### config.mk
export PLATFORM = sky130hd
export DESIGN_NAME = cwf_refill_ctrl
export DESIGN_NICKNAME = d
export VERILOG_FILES = /design/src/rtl/cwf_pkg.sv /design/src/rtl/cwf_fetch_seq.sv /design/src/rtl/cwf_line_buf.sv /design/src/rtl/cwf_fwd_unit.sv /design/src/rtl/cwf_refill_ctrl.sv
export SDC_FILE = /design/constraint.sdc
export NUM_CORES = 1
export LEC_CHECK = 0
export BUFFER_PORTS_ARGS = -buffer_cell sky130_fd_sc_hd__buf_2
export CAP_MARGIN = 30
export CORE_MARGIN = 3
export CORE_UTILIZATION = 40
export CTS_CLUSTER_SIZE = 16
export DETAILED_ROUTE_END_ITERATION = 16
export PLACE_DENSITY = 0.66
export SYNTH_ARGS = -nofsm -noshare
export SYNTH_HDL_FRONTEND = slang
export SYNTH_SLANG_ARGS = --single-unit
### constraint.sdc
create_clock -name clk -period 2.9 [get_ports clk]
set_input_delay 0.58 -clock clk [delete_from_list [all_inputs] [get_ports clk]]
set_output_delay 0.58 -clock clk [all_outputs]
set_load 0.005 [all_outputs]
### src/rtl/cwf_pkg.sv
package cwf_pkg;

    typedef enum logic {
        MODE_WRAP = 1'b0,
        MODE_SEQ  = 1'b1
    } fetch_mode_e;

    typedef enum logic [1:0] {
        ST_IDLE = 2'd0,
        ST_FILL = 2'd1,
        ST_DONE = 2'd2
    } refill_state_e;

    // Slot reached after 'step' words starting from 'base', modulo 'words'.
    // base < words and step <= words, so one conditional subtract suffices.
    function automatic int unsigned wrap_slot(input int unsigned base,
                                              input int unsigned step,
                                              input int unsigned words);
        int unsigned sum;
        sum = base + step;
        if (sum >= words) sum = sum - words;
        return sum;
    endfunction

endpackage

### src/rtl/cwf_fetch_seq.sv
module cwf_fetch_seq #(
    parameter int WORDS = 4,
    localparam int OFF_W = $clog2(WORDS),
    localparam int CNT_W = OFF_W + 1
) (
    input  logic             clk,
    input  logic             rst,
    input  logic             restart,
    input  logic [OFF_W-1:0] base_off,
    input  logic             advance,
    output logic [OFF_W-1:0] cur_off,
    output logic             last,
    output logic             done
);
    logic [CNT_W-1:0] cnt;

    always_ff @(posedge clk) begin
        if (rst || restart) begin
            cnt <= '0;
        end else if (advance && !done) begin
            cnt <= cnt + 1'b1;
        end
    end

    always_comb begin
        cur_off = OFF_W'(cwf_pkg::wrap_slot(32'(base_off), 32'(cnt), WORDS));
        last    = (cnt == CNT_W'(WORDS - 1));
        done    = (cnt == CNT_W'(WORDS));
    end
endmodule

### src/rtl/cwf_line_buf.sv
module cwf_line_buf #(
    parameter int WORDS  = 4,
    parameter int WORD_W = 32,
    localparam int OFF_W = $clog2(WORDS)
) (
    input  logic                    clk,
    input  logic                    rst,
    input  logic                    wr_en,
    input  logic [OFF_W-1:0]        wr_idx,
    input  logic [WORD_W-1:0]       wr_data,
    output logic [WORDS*WORD_W-1:0] line_out
);
    for (genvar i = 0; i < WORDS; i++) begin : g_word
        logic [WORD_W-1:0] word_q;
        always_ff @(posedge clk) begin
            if (rst) begin
                word_q <= '0;
            end else if (wr_en && (wr_idx == OFF_W'(i))) begin
                word_q <= wr_data;
            end
        end
        assign line_out[i*WORD_W +: WORD_W] = word_q;
    end
endmodule

### src/rtl/cwf_fwd_unit.sv
module cwf_fwd_unit #(
    parameter int WORDS  = 4,
    parameter int WORD_W = 32,
    localparam int OFF_W = $clog2(WORDS)
) (
    input  logic              clk,
    input  logic              rst,
    input  logic              rsp_fire,
    input  logic [OFF_W-1:0]  rsp_idx,
    input  logic [OFF_W-1:0]  want_idx,
    input  logic [WORD_W-1:0] rsp_data,
    output logic              fwd_valid,
    output logic [WORD_W-1:0] fwd_data
);
    logic hit;
    assign hit = rsp_fire && (rsp_idx == want_idx);

    always_ff @(posedge clk) begin
        if (rst) begin
            fwd_valid <= 1'b0;
            fwd_data  <= '0;
        end else begin
            fwd_valid <= hit;
            if (hit) fwd_data <= rsp_data;
        end
    end
endmodule

### src/rtl/cwf_refill_ctrl.sv
module cwf_refill_ctrl
    import cwf_pkg::*;
#(
    parameter int LINE_AW = 26,
    parameter int WORD_W  = 32,
    parameter int WORDS   = 4,
    localparam int OFF_W  = $clog2(WORDS),
    localparam int ADDR_W = LINE_AW + OFF_W
) (
    input  logic                    clk,
    input  logic                    rst,
    input  logic                    miss_valid,
    output logic                    miss_ready,
    input  logic [LINE_AW-1:0]      miss_line,
    input  logic [OFF_W-1:0]        miss_offset,
    input  logic                    miss_mode,
    output logic                    mem_req_valid,
    input  logic                    mem_req_ready,
    output logic [ADDR_W-1:0]       mem_req_addr,
    input  logic                    mem_rsp_valid,
    input  logic [WORD_W-1:0]       mem_rsp_data,
    output logic                    fwd_valid,
    output logic [WORD_W-1:0]       fwd_data,
    output logic                    line_done,
    output logic [WORDS*WORD_W-1:0] line_data
);
    typedef struct packed {
        logic [LINE_AW-1:0] line;
        logic [OFF_W-1:0]   want;
        logic [OFF_W-1:0]   first;
        fetch_mode_e        mode;
    } miss_ctx_t;

    refill_state_e state_q, state_d;
    miss_ctx_t     ctx_q;

    logic             accept;
    logic             req_fire;
    logic             rsp_fire;
    logic [OFF_W-1:0] req_off, rsp_off;
    logic             req_last, req_done;
    logic             rsp_last, rsp_done;

    assign miss_ready = (state_q == ST_IDLE);
    assign accept     = miss_valid && miss_ready;

    // Miss context: captured once, held for the whole refill.
    always_ff @(posedge clk) begin
        if (rst) begin
            ctx_q <= '0;
        end else if (accept) begin
            ctx_q.line  <= miss_line;
            ctx_q.want  <= miss_offset;
            ctx_q.mode  <= fetch_mode_e'(miss_mode);
            ctx_q.first <= (fetch_mode_e'(miss_mode) == MODE_WRAP) ? miss_offset : '0;
        end
    end

    // Sequencing FSM
    always_comb begin
        state_d = state_q;
        unique case (state_q)
            ST_IDLE: if (accept) state_d = ST_FILL;
            ST_FILL: if (rsp_fire && rsp_last) state_d = ST_DONE;
            ST_DONE: state_d = ST_IDLE;
            default: state_d = ST_IDLE;
        endcase
    end

    always_ff @(posedge clk) begin
        if (rst) state_q <= ST_IDLE;
        else     state_q <= state_d;
    end

    assign mem_req_valid = (state_q == ST_FILL) && !req_done;
    assign req_fire      = mem_req_valid && mem_req_ready;
    assign mem_req_addr  = {ctx_q.line, req_off};
    assign rsp_fire      = (state_q == ST_FILL) && mem_rsp_valid && !rsp_done;
    assign line_done     = (state_q == ST_DONE);

    // Request side: walks the fetch order as memory takes requests.
    cwf_fetch_seq #(.WORDS(WORDS)) u_req_seq (
        .clk      (clk),
        .rst      (rst),
        .restart  (accept),
        .base_off (accept ? ((fetch_mode_e'(miss_mode) == MODE_WRAP) ? miss_offset : '0)
                          : ctx_q.first),
        .advance  (req_fire),
        .cur_off  (req_off),
        .last     (req_last),
        .done     (req_done)
    );

    // Response side: same order, advanced by returned words.
    cwf_fetch_seq #(.WORDS(WORDS)) u_rsp_seq (
        .clk      (clk),
        .rst      (rst),
        .restart  (accept),
        .base_off (ctx_q.first),
        .advance  (rsp_fire),
        .cur_off  (rsp_off),
        .last     (rsp_last),
        .done     (rsp_done)
    );

    cwf_line_buf #(.WORDS(WORDS), .WORD_W(WORD_W)) u_line_buf (
        .clk      (clk),
        .rst      (rst),
        .wr_en    (rsp_fire),
        .wr_idx   (rsp_off),
        .wr_data  (mem_rsp_data),
        .line_out (line_data)
    );

    cwf_fwd_unit #(.WORDS(WORDS), .WORD_W(WORD_W)) u_fwd (
        .clk       (clk),
        .rst       (rst),
        .rsp_fire  (rsp_fire),
        .rsp_idx   (rsp_off),
        .want_idx  (ctx_q.want),
        .rsp_data  (mem_rsp_data),
        .fwd_valid (fwd_valid),
        .fwd_data  (fwd_data)
    );

    logic unused_ok;
    assign unused_ok = &{1'b0, req_last};
endmodule

==> metrics.cfg, run 1 <==
[timing]
holdWs_ps=389.8
fin_crit_sh=0.9212
fmax_mhz=374.3
max_slew_margin=0.4803
hold_viol_final=0
setup_violations=0
final.setup.tns_ps=0
period_minus_slack_ps=2672
worst_pin_slew_ps=779.5
report.final.slew_viol_count=0
rsz0062_at_grt=false
skew_ps=14.19
final.setup.worst_slack_ps=228.5

[clock_tree]
clock_latency_ps=430
root_buffer=clkbuf_16
clk_path_buf_depth=2
cts_tree=built
cts_max_level=4
cts_hold_buf=0
clock_sinks=199
path_clk_slew_ps=70
numCtsBuffers=17

[setup_path]
rr_endpoint=u_line_buf.g_word[2].word_q[19]$_SDFFE_PP0P_
rr_worst_depth=7
cp.required_ps=2320
r2r_slack_ps=870
cp-startpoint=state_q[0]$_SDFFE_PP0P_
r2r_start=u_rsp_seq.cnt[1]$_SDFFE_PP0P_
worst_path_max_delay_cell=or3b_2
critPathMaxFanout=31
critPathCaptureType=primary output
cp_cell_sequence=or3b_2 > buf_4 > nor3b_1 > a21oi_1 > xnor2_1 > buf_2
critical_path_arrival_ps=2090
worst-setup-path-type=reg -> out
cpPeakStageDelay_ps=500
endpoint=mem_req_addr[1]
start_kind=flip-flop

[place]
gp_congestion=0.7746
pre_cts_slack_ps=333.2
place.detailed.instances=1333
dp.final_hpwl_mm=14.55
portBuffers=257

[logic_synthesis]
synth_async_sr_flop_share=0
ys_seq_area_frac=0.5209
ys_ff_latch=199
synth.cell_area_sq_um=7649
synthCells=916
ys_types=35
avgSynthCellArea_sq_um=8.350
synth_warnings=0
synth_fp_nets=989
synth_ff_type=dfxtp_1
synth_edf_count=0

[power]
p_sw_mw=1.462
total_leakage_power_nw=4.112
seqPwrFrac=0.506
combPwrFrac=0.083
intPower_mw=4.156
netSwitchingFraction=0.2602
clkPwrFrac=0.411
ir_drop_v=0.0003750
p_per_area_nw_per_um2=589.5

[finish]
area_delta_synth_final_pct=24.60
multi_input_area_sq_um=3169
fin_cells=1366
drive_above_1_share=0.2773
utilization=0.5182
finalNetCount=1196
final-seq-area_sq_um=3984
fillCellCount=1819

[global_route]
grt_pass1_vias=6215
grt_max_degree=98
grt_overflow=0
grt_pass1_wl_mm=33.29
grt_antenna_before_repair=1
grt_usage=0.2017

[floorplan]
core_area_sq_um=18390
die_w_microns=144.3
std_cell_rows=49
die_y_microns=144.3
die_area_sq_um=20820
io_pins=258
start_util=0.4159

[flow_run]
maxCapViolations=0

[drt]
drtAntennaViolNets=0
vias=6581
via_per_inst=4.818
drt_iter0_markers=246
post-route-drc-count=0
first_pass_iters=5
wl_mm=21.50
wl_per_cell_microns=15.74

[hold_path]
min_path_type=in -> reg

[outcome]
run_status=complete, no violations

==> routing by layer <==
metal  GRT usage  share of wire  vias to the layer above
met4     0.06529          0.015                        0
met3     0.05655          0.072                       16
met2      0.3333           0.48                      185
met1      0.2558           0.43                     3041
li1            -              -                     3339
met5           0              0                        -
==> power groups by stage <==
stage	Sequential, mW	Combinational [mW]	Clock, mW
2_1_floorplan	2.91	0.271	0
3_5_place_dp	2.91	0.473	0
5_1_grt	2.85	0.522	2.47
6_report	2.84	0.467	2.31
3_3_place_gp	2.90	0.468	0
4_1_cts	2.84	0.473	2.36
==> cell usage after synthesis, drive strengths merged (3+ instances only) <==
master    n  share of area
dfxtp   199           0.52
clkbuf   42          0.021
ha        7          0.011
mux2i    34          0.044
nor2b     3         0.0025
a21oi   160           0.10
inv       5         0.0025
nor2      8         0.0039
nand2b   67          0.055
xnor2     4         0.0046
nand2   316           0.16
buf      47          0.044
xor2      3         0.0034
==> worst max-delay path: cells and delay by family (launching register included) <==
family | cells | cell delay (ps)
XOR/XNOR | 1 | 160
buffers and inverters | 2 | 390
AND/OR/NAND/NOR | 2 | 700
flip-flops | 1 | 340
AO/OA/AOI/OAI | 1 | 90
==> placed cells by master, fill, tap and decap left out, drive strengths merged, types with 2 or more instances in the layout <==
| cell type | n |
|---|---|
| nand2 | 316 |
| buf | 277 |
| dfxtp | 199 |
| a21oi | 160 |
| nand2b | 67 |
| mux2i | 34 |
| clkbuf | 18 |
| inv | 15 |
| nor2 | 8 |
| ha | 7 |
| xnor2 | 4 |
| clkinv | 4 |
| xor2 | 3 |
| nor2b | 3 |
| nand4 | 2 |
| nor4b | 2 |
| nand4b | 2 |
| nor3 | 2 |
| nor4 | 2 |
==> flip-flops by register name, summed over array words and instances, names as in the netlist <==
register	count
mem_req_addr	26
u_rsp_seq.cnt	3
u_fwd.fwd_valid	1
u_req_seq.cnt	3
u_fwd.fwd_data	32
ctx_q	4
state_q	2
u_line_buf.g_word.word_q	128
==> repair_timing <==
item	4_1_cts	5_1_grt
resized for setup	0	1
hold endpoints to repair	0	0
buffers inserted	0	0
endpoints found under the setup margin	0	1
==> cell type report <==
cell class                 count  share of cell area
sequential                   199              0.4180
multi-input combinational    623              0.3325
timing repair buffer         277              0.1566
clock buffer                  18             0.04503
tap                          229             0.03006
clock inverter                14             0.01549
inverter                       5            0.001969
antenna                        1           0.0002626
==> logic make-up after synthesis <==
kind of cell	after synthesis	synth area share
xor+xnor	8	0.01112
compound gates	164	0.1088
buf+inv	94	0.06707
fa+ha+maj	7	0.01145
mux	34	0.04450
simple gates	410	0.2362
flops	199	0.5209
==> metrics by stage <==
stage | area [sq um] | total power [mW]
finish | 9530 | 5.618
floorplan | 7649 | 3.176
detailed placement | 8951 | 3.378
global placement | 8951 | 3.372
CTS | 9528 | 5.679
global route | 9530 | 5.846
==> worst min-delay path by stage <==
stage,start,end,slack [ps],depth (start not counted)
detailed placement,u_line_buf.g_word[2].word_q[20]$_SDFFE_PP0P_,u_line_buf.g_word[2].word_q[20]$_SDFFE_PP0P_,440,2
floorplan,mem_req_addr[10]$_SDFFE_PP0N_,mem_req_addr[10]$_SDFFE_PP0N_,440,2
global placement,u_line_buf.g_word[1].word_q[1]$_SDFFE_PP0P_,u_line_buf.g_word[1].word_q[1]$_SDFFE_PP0P_,440,2
CTS,miss_line[0],mem_req_addr[2]$_SDFFE_PP0N_,370,3
global route,miss_line[23],mem_req_addr[25]$_SDFFE_PP0N_,380,3
finish,miss_line[0],mem_req_addr[2]$_SDFFE_PP0N_,390,3
No activity file was read; power rests on OpenSTA's default activity.
==> inputs of run 2 (changes only) <==
PLACE_DENSITY = 0.68   (was 0.66)
clock period = 2.4 ns   (was 2.9 ns; I/O delays follow)
==> run 2 against run 1 <==
Compared with the run above: sequential cell count stayed put; sequential share of layout area is 0.30 points lower; the flow now finishes with violations (negative setup slack); cell area is 0.77% higher; critical path depth stayed put; core utilization is 0.40 points higher; global-route usage is 0.24 points higher; sequential power is 21% higher.
==> metrics.cfg, run 2 (same netlist as run 1, synthesis figures left out) <==
[finish]
utilization=0.5222  ; was 0.5182
finalNetCount=1203  ; was 1196
regMostFlops=u_line_buf.g_word.word_q  ; unchanged
fin_cells=1371  ; was 1366
largest_reg_flops=128  ; unchanged
fillCellCount=1803  ; was 1819
area_delta_synth_final_pct=25.57  ; was 24.60%
layout_commonest_cell=nand2_1  ; unchanged
fin_area_sq_um=9604  ; was 9530 sq um
n_antenna_cell=0  ; was 1
drive_above_1_share=0.2863  ; was 0.2773
mostFrequentLayoutCells=nand2_1, buf_2, dfxtp_1  ; unchanged

[drt]
via_per_inst=4.912  ; was 4.818
wl_per_cell_microns=15.91  ; was 15.74 microns
vias=6735  ; was 6581
post-route-drc-count=0  ; unchanged
wl_mm=21.82  ; was 21.50 mm
drtAntennaViolNets=0  ; unchanged
first_pass_iters=5  ; unchanged
drt_iter0_markers=267  ; was 246

[clock_tree]
root_buffer=clkbuf_16  ; unchanged
cts_max_level=4  ; unchanged
numCtsBuffers=17  ; unchanged
clock_sinks=199  ; unchanged
cts_hold_buf=0  ; unchanged
path_clk_slew_ps=70  ; about the same
clk_path_buf_depth=2  ; unchanged
clock_latency_ps=430  ; about the same
cts_tree=built  ; unchanged

[floorplan]
start_util=0.4159  ; unchanged
core_area_sq_um=18390  ; unchanged
die_w_microns=144.3  ; unchanged
std_cell_rows=49  ; unchanged
die_y_microns=144.3  ; unchanged
die_area_sq_um=20820  ; unchanged
io_pins=258  ; unchanged

[timing]
period_minus_slack_ps=2427
report.final.slew_viol_count=0  ; unchanged
fin_crit_sh=1.011
setup_violations=1  ; was 0
hold_viol_final=0  ; unchanged
holdWs_ps=281.5  ; was 389.8 ps
skew_ps=10.75  ; was 14.19 ps
rsz0062_at_grt=true  ; was false
worst_pin_slew_ps=483.2  ; was 779.5 ps
max_slew_margin=0.6779  ; was 0.4803
fmax_mhz=412.0
final.setup.worst_slack_ps=-27.46  ; was 228.5 ps

[flow_run]
maxCapViolations=0  ; unchanged

[setup_path]
path_buf_inv=1  ; was 2
crit_family=simple AND/OR/NAND/NOR gates  ; unchanged
start_kind=flip-flop  ; unchanged
critPathCaptureType=primary output  ; unchanged
critical_path_arrival_ps=1950  ; was 2090 ps
cpPeakStageDelay_ps=430  ; was 500 ps
cp.required_ps=1920  ; was 2320 ps
cp_cell_sequence=or3b_4 > o21ai_2 > ha_2 > xor2_1 > xnor2_1 > buf_2  ; was or3b_2 > buf_4 > nor3b_1 > a21oi_1 > xnor2_1 > buf_2
worst-setup-path-type=reg -> out  ; unchanged
critPathMaxFanout=4  ; was 31
worst_path_max_delay_cell=or3b_4  ; was or3b_2

[outcome]
violations=negative setup slack
run_status=finished with violations  ; was complete, no violations

[place]
gp_congestion=0.7838  ; was 0.7746
portBuffers=257  ; unchanged
place.detailed.instances=1338  ; was 1333
dp.final_hpwl_mm=14.87  ; was 14.55 mm
pre_cts_slack_ps=-39.78  ; was 333.2 ps
placedInstanceArea_sq_um=9001  ; was 8951 sq um

[global_route]
grt_pass1_wl_mm=33.66  ; was 33.29 mm
grt_antenna_before_repair=0  ; was 1
grt_pass1_vias=6251  ; was 6215
grt_max_degree=58  ; was 98
grt_overflow=0  ; unchanged
grt_usage=0.2041  ; was 0.2017

[hold_path]
min_path_type=in -> reg  ; unchanged

[power]
total_leakage_power_nw=4.140  ; was 4.112 nW
p_per_area_nw_per_um2=710.2  ; was 589.5 nW/um^2
ir_drop_v=0.0004788  ; was 0.0003750 V

==> run 2: layout make-up <==
cell class,instances,area [sq um],area share
Timing Repair Buffer,284,1565,0.1630
Multi-Input combinational cell,623,3181,0.3312
Inverter,5,18.77,0.001954
Sequential cell,199,3986,0.4151
Clock inverter,14,141.4,0.01472
Tap cell,229,286.5,0.02983
Clock buffer,17,425.4,0.04429
==> run 2: worst register-to-register path: stages, from the launching register on <==
cell	delay [ps]
dfxtp_1	420
inv_1	70
ha_1	190
a21bo_2	280
or4_1	470
buf_4	280
nand2_1	130
a21oi_1	60
==> run 2: final timing paths <==
path                                           startpoint                                            to  slack [ps]  cells past startpoint
max                               state_q[1]$_SDFFE_PP0P_                               mem_req_addr[1]         -30                      6
max reg2reg                 u_rsp_seq.cnt[1]$_SDFFE_PP0P_  u_line_buf.g_word[2].word_q[15]$_SDFFE_PP0P_         370                      7
min                                          miss_line[7]                  mem_req_addr[9]$_SDFFE_PP0N_         280                      3
min reg2reg  u_line_buf.g_word[0].word_q[31]$_SDFFE_PP0P_  u_line_buf.g_word[0].word_q[31]$_SDFFE_PP0P_         450                      2
==> run 2: per-stage QoR <==
step           power [mW]  TNS [ps]
6_report            6.821    -27.46
4_1_cts             6.886    -46.18
3_3_place_gp        4.080         0
3_5_place_dp        4.089    -39.78
2_1_floorplan       3.838         0
5_1_grt             7.090    -123.7
==> run 2: report_power, final <==
group	switching, mW	total [mW]	internal, mW
Combinational	0.337	0.581	0.244
Sequential	0.0451	3.43	3.39
Clock	1.35	2.81	1.46
Total	1.73	6.82	5.09
==> run 2: timing repair <==
action / CTS / global route
endpoints found under the setup margin: 2 / 1
hold endpoints to repair: 0 / 0
pin swaps: 4 / 0
setup buffers: 2 / 0
gates resized for setup: 9 / 0
==> run 2: metal layers <==
layer | global-route usage | part of all wire | wire (microns)
met2 | 0.3436 | 0.49 | 10660
met5 | 0 | 0 | 0
met3 | 0.05853 | 0.064 | 1397
met4 | 0.07266 | 0.026 | 573
met1 | 0.2498 | 0.42 | 9190
==> inputs of run 3 (changes only) <==
CORE_ASPECT_RATIO = 1.4   (was default)
CORE_UTILIZATION = 54   (was 40)
PLACE_DENSITY = 0.85   (was 0.68)
clock period = 3 ns   (was 2.4 ns; I/O delays follow)
==> run 3 against run 2 <==
Compared with the run above: the flow now finishes without violations; largest cell class unchanged; sequential share of layout area grew 0.74 points; global-route usage grew 6.3 points; sequential power shrank 20%; via count grew 0.62%; clock power shrank 23%; cell area shrank 1.8%.
==> metrics.cfg, run 3 (same netlist as run 1, synthesis figures left out) <==
[timing]
period_minus_slack_ps=2796
final.setup.tns_ps=0  ; was -27.46 ps
worst_pin_slew_ps=676.5  ; was 483.2 ps
fmax_mhz=357.7
fin_crit_sh=0.9319
skew_ps=12.13  ; was 10.75 ps
max_slew_margin=0.5456  ; was 0.6779
report.final.slew_viol_count=0  ; unchanged
rsz0062_at_grt=false  ; was true
setup_violations=0  ; was 1
hold_viol_final=0  ; unchanged

[clock_tree]
clock_latency_ps=420  ; was 430 ps
cts_setup_buffers=0  ; was 2
cts_max_level=4  ; unchanged
clock_sinks=199  ; unchanged
cts_tree=built  ; unchanged
ctsResizeCount=0  ; was 9
root_buffer=clkbuf_16  ; unchanged
clk_path_buf_depth=2  ; unchanged
path_clk_slew_ps=70  ; about the same
cts_hold_buf=0  ; unchanged
numCtsBuffers=17  ; unchanged

[finish]
area_delta_synth_final_pct=23.29  ; was 25.57%
mostFrequentLayoutCells=nand2_1, buf_2, dfxtp_1  ; unchanged
largest_reg_flops=128  ; unchanged
regMostFlops=u_line_buf.g_word.word_q  ; unchanged
drive_above_1_share=0.2788  ; was 0.2863
n_antenna_cell=0  ; unchanged
final-seq-area_sq_um=3984  ; was 3986 sq um
fillCellCount=1120  ; was 1803
utilization=0.6915  ; was 0.5222
multi_input_area_sq_um=3169  ; was 3181 sq um
layout_commonest_cell=nand2_1  ; unchanged
finalNetCount=1198  ; was 1203
fin_cells=1319  ; was 1371

[setup_path]
critPathMaxFanout=7  ; was 4
crit_family=simple AND/OR/NAND/NOR gates  ; unchanged
critPathCaptureType=primary output  ; unchanged
cp.required_ps=2400  ; was 1920 ps
worst-setup-path-type=reg -> out  ; unchanged
rr_endpoint=u_fwd.fwd_data[0]$_SDFFE_PP0P_  ; was u_line_buf.g_word[2].word_q[15]$_SDFFE_PP0P_
cpPeakStageDelay_ps=550  ; was 430 ps
worst_path_max_delay_cell=or3b_2  ; was or3b_4
cp_cell_sequence=or3b_2 > o21ai_0 > ha_1 > xor2_1 > xnor2_1 > buf_2  ; was or3b_4 > o21ai_2 > ha_2 > xor2_1 > xnor2_1 > buf_2
r2r_start=u_rsp_seq.cnt[1]$_SDFFE_PP0P_  ; unchanged
path_buf_inv=1  ; unchanged
critical_path_arrival_ps=2200  ; was 1950 ps
rr_worst_depth=7  ; unchanged
start_kind=flip-flop  ; unchanged
r2r_slack_ps=640  ; was 370 ps

[power]
p_per_area_nw_per_um2=568.3  ; was 710.2 nW/um^2
total_leakage_power_nw=4.103  ; was 4.140 nW
ir_drop_v=0.0003998  ; was 0.0004788 V

[floorplan]
std_cell_rows=50  ; was 49
die_y_microns=146.8  ; was 144.3 microns
die_w_microns=106.6  ; was 144.3 microns
die_area_sq_um=15650  ; was 20820 sq um
start_util=0.5608  ; was 0.4159
io_pins=258  ; unchanged
core_area_sq_um=13640  ; was 18390 sq um

[drt]
first_pass_iters=5  ; unchanged
post-route-drc-count=0  ; unchanged
drt_iter0_markers=341  ; was 267
via_per_inst=5.138  ; was 4.912
wl_per_cell_microns=15.97  ; was 15.91 microns
vias=6777  ; was 6735
wl_mm=21.07  ; was 21.82 mm
drtAntennaViolNets=0  ; unchanged

[hold_path]
min_from=miss_line[20]  ; was miss_line[7]
min_delay_worst_endpoint=mem_req_addr[22]$_SDFFE_PP0N_  ; was mem_req_addr[9]$_SDFFE_PP0N_
hold_depth=3  ; unchanged
min_path_type=in -> reg  ; unchanged

[place]
place.detailed.instances=1288  ; was 1338
dp.final_hpwl_mm=14.63  ; was 14.87 mm
portBuffers=257  ; unchanged
gp_congestion=0.8296  ; was 0.7838

[global_route]
grt_max_degree=91  ; was 58
grt_pass1_wl_mm=33.54  ; was 33.66 mm
grt_overflow=0  ; unchanged
grt_usage=0.2669  ; was 0.2041
grt_antenna_before_repair=0  ; unchanged
grt_pass1_vias=6581  ; was 6251

[outcome]
run_status=complete, no violations  ; was finished with violations

[flow_run]
maxCapViolations=0  ; unchanged

[run 3: cell types whose count changed in the layout (fill, tap and decap cells not counted), moves of 2 or more]
cell,delta
buf_12,-4
clkinvlp_4,-3
clkinv_8,+2
dfxtp_1,+2
dfxtp_2,-2
inv_6,+2
[run 3: how the worst max path moves through the flow]
stage / start / to / depth (start not counted)
4_1_cts: state_q[0]$_SDFFE_PP0P_ / mem_req_addr[1] / 6
2_1_floorplan: miss_valid / mem_req_addr[1] / 6
5_1_grt: state_q[0]$_SDFFE_PP0P_ / mem_req_addr[1] / 6
3_3_place_gp: miss_valid / mem_req_addr[1] / 7
6_report: state_q[0]$_SDFFE_PP0P_ / mem_req_addr[1] / 6
3_5_place_dp: miss_valid / mem_req_addr[1] / 7
[run 3: final cells by class]
cell class / count / area share
Tap cell: 182 / 0.02415
Inverter: 5 / 0.001990
Clock inverter: 14 / 0.01433
Multi-Input combinational cell: 623 / 0.3361
Sequential cell: 199 / 0.4224
Clock buffer: 17 / 0.04511
Timing Repair Buffer: 279 / 0.1559
[run 3: tightest hold or removal path, delay by kind of cell]
family / cells / cell delay, ps
AO/OA/AOI/OAI: 1 / 50
buffers and inverters: 1 / 90
AND/OR/NAND/NOR: 1 / 40
[run 3: per-stage QoR]
step,worst slack [ps],cell area (sq um),hold WS (ps),power [mW]
3_5_place_dp,325.2,8870,443.1,3.253
5_1_grt,73.37,9430,405.4,5.542
2_1_floorplan,549.7,7649,436.7,3.071
4_1_cts,204.3,9430,395.6,5.395
6_report,204.3,9430,409.9,5.359
3_3_place_gp,363.7,8870,438.6,3.241
[run 3: report_power, final]
group / internal [mW] / switching, mW
Sequential: 2.71 / 0.0358
Combinational: 0.180 / 0.265
Clock: 1.10 / 1.07
Total: 3.99 / 1.37
[run 3: per-layer routing]
layer,global-route usage,vias to the layer above,routed length [microns]
met5,0,-,0
met4,0.1312,0,799
met3,0.07033,53,1581
met2,0.4549,279,10660
met1,0.3078,3111,8025
li1,-,3334,-
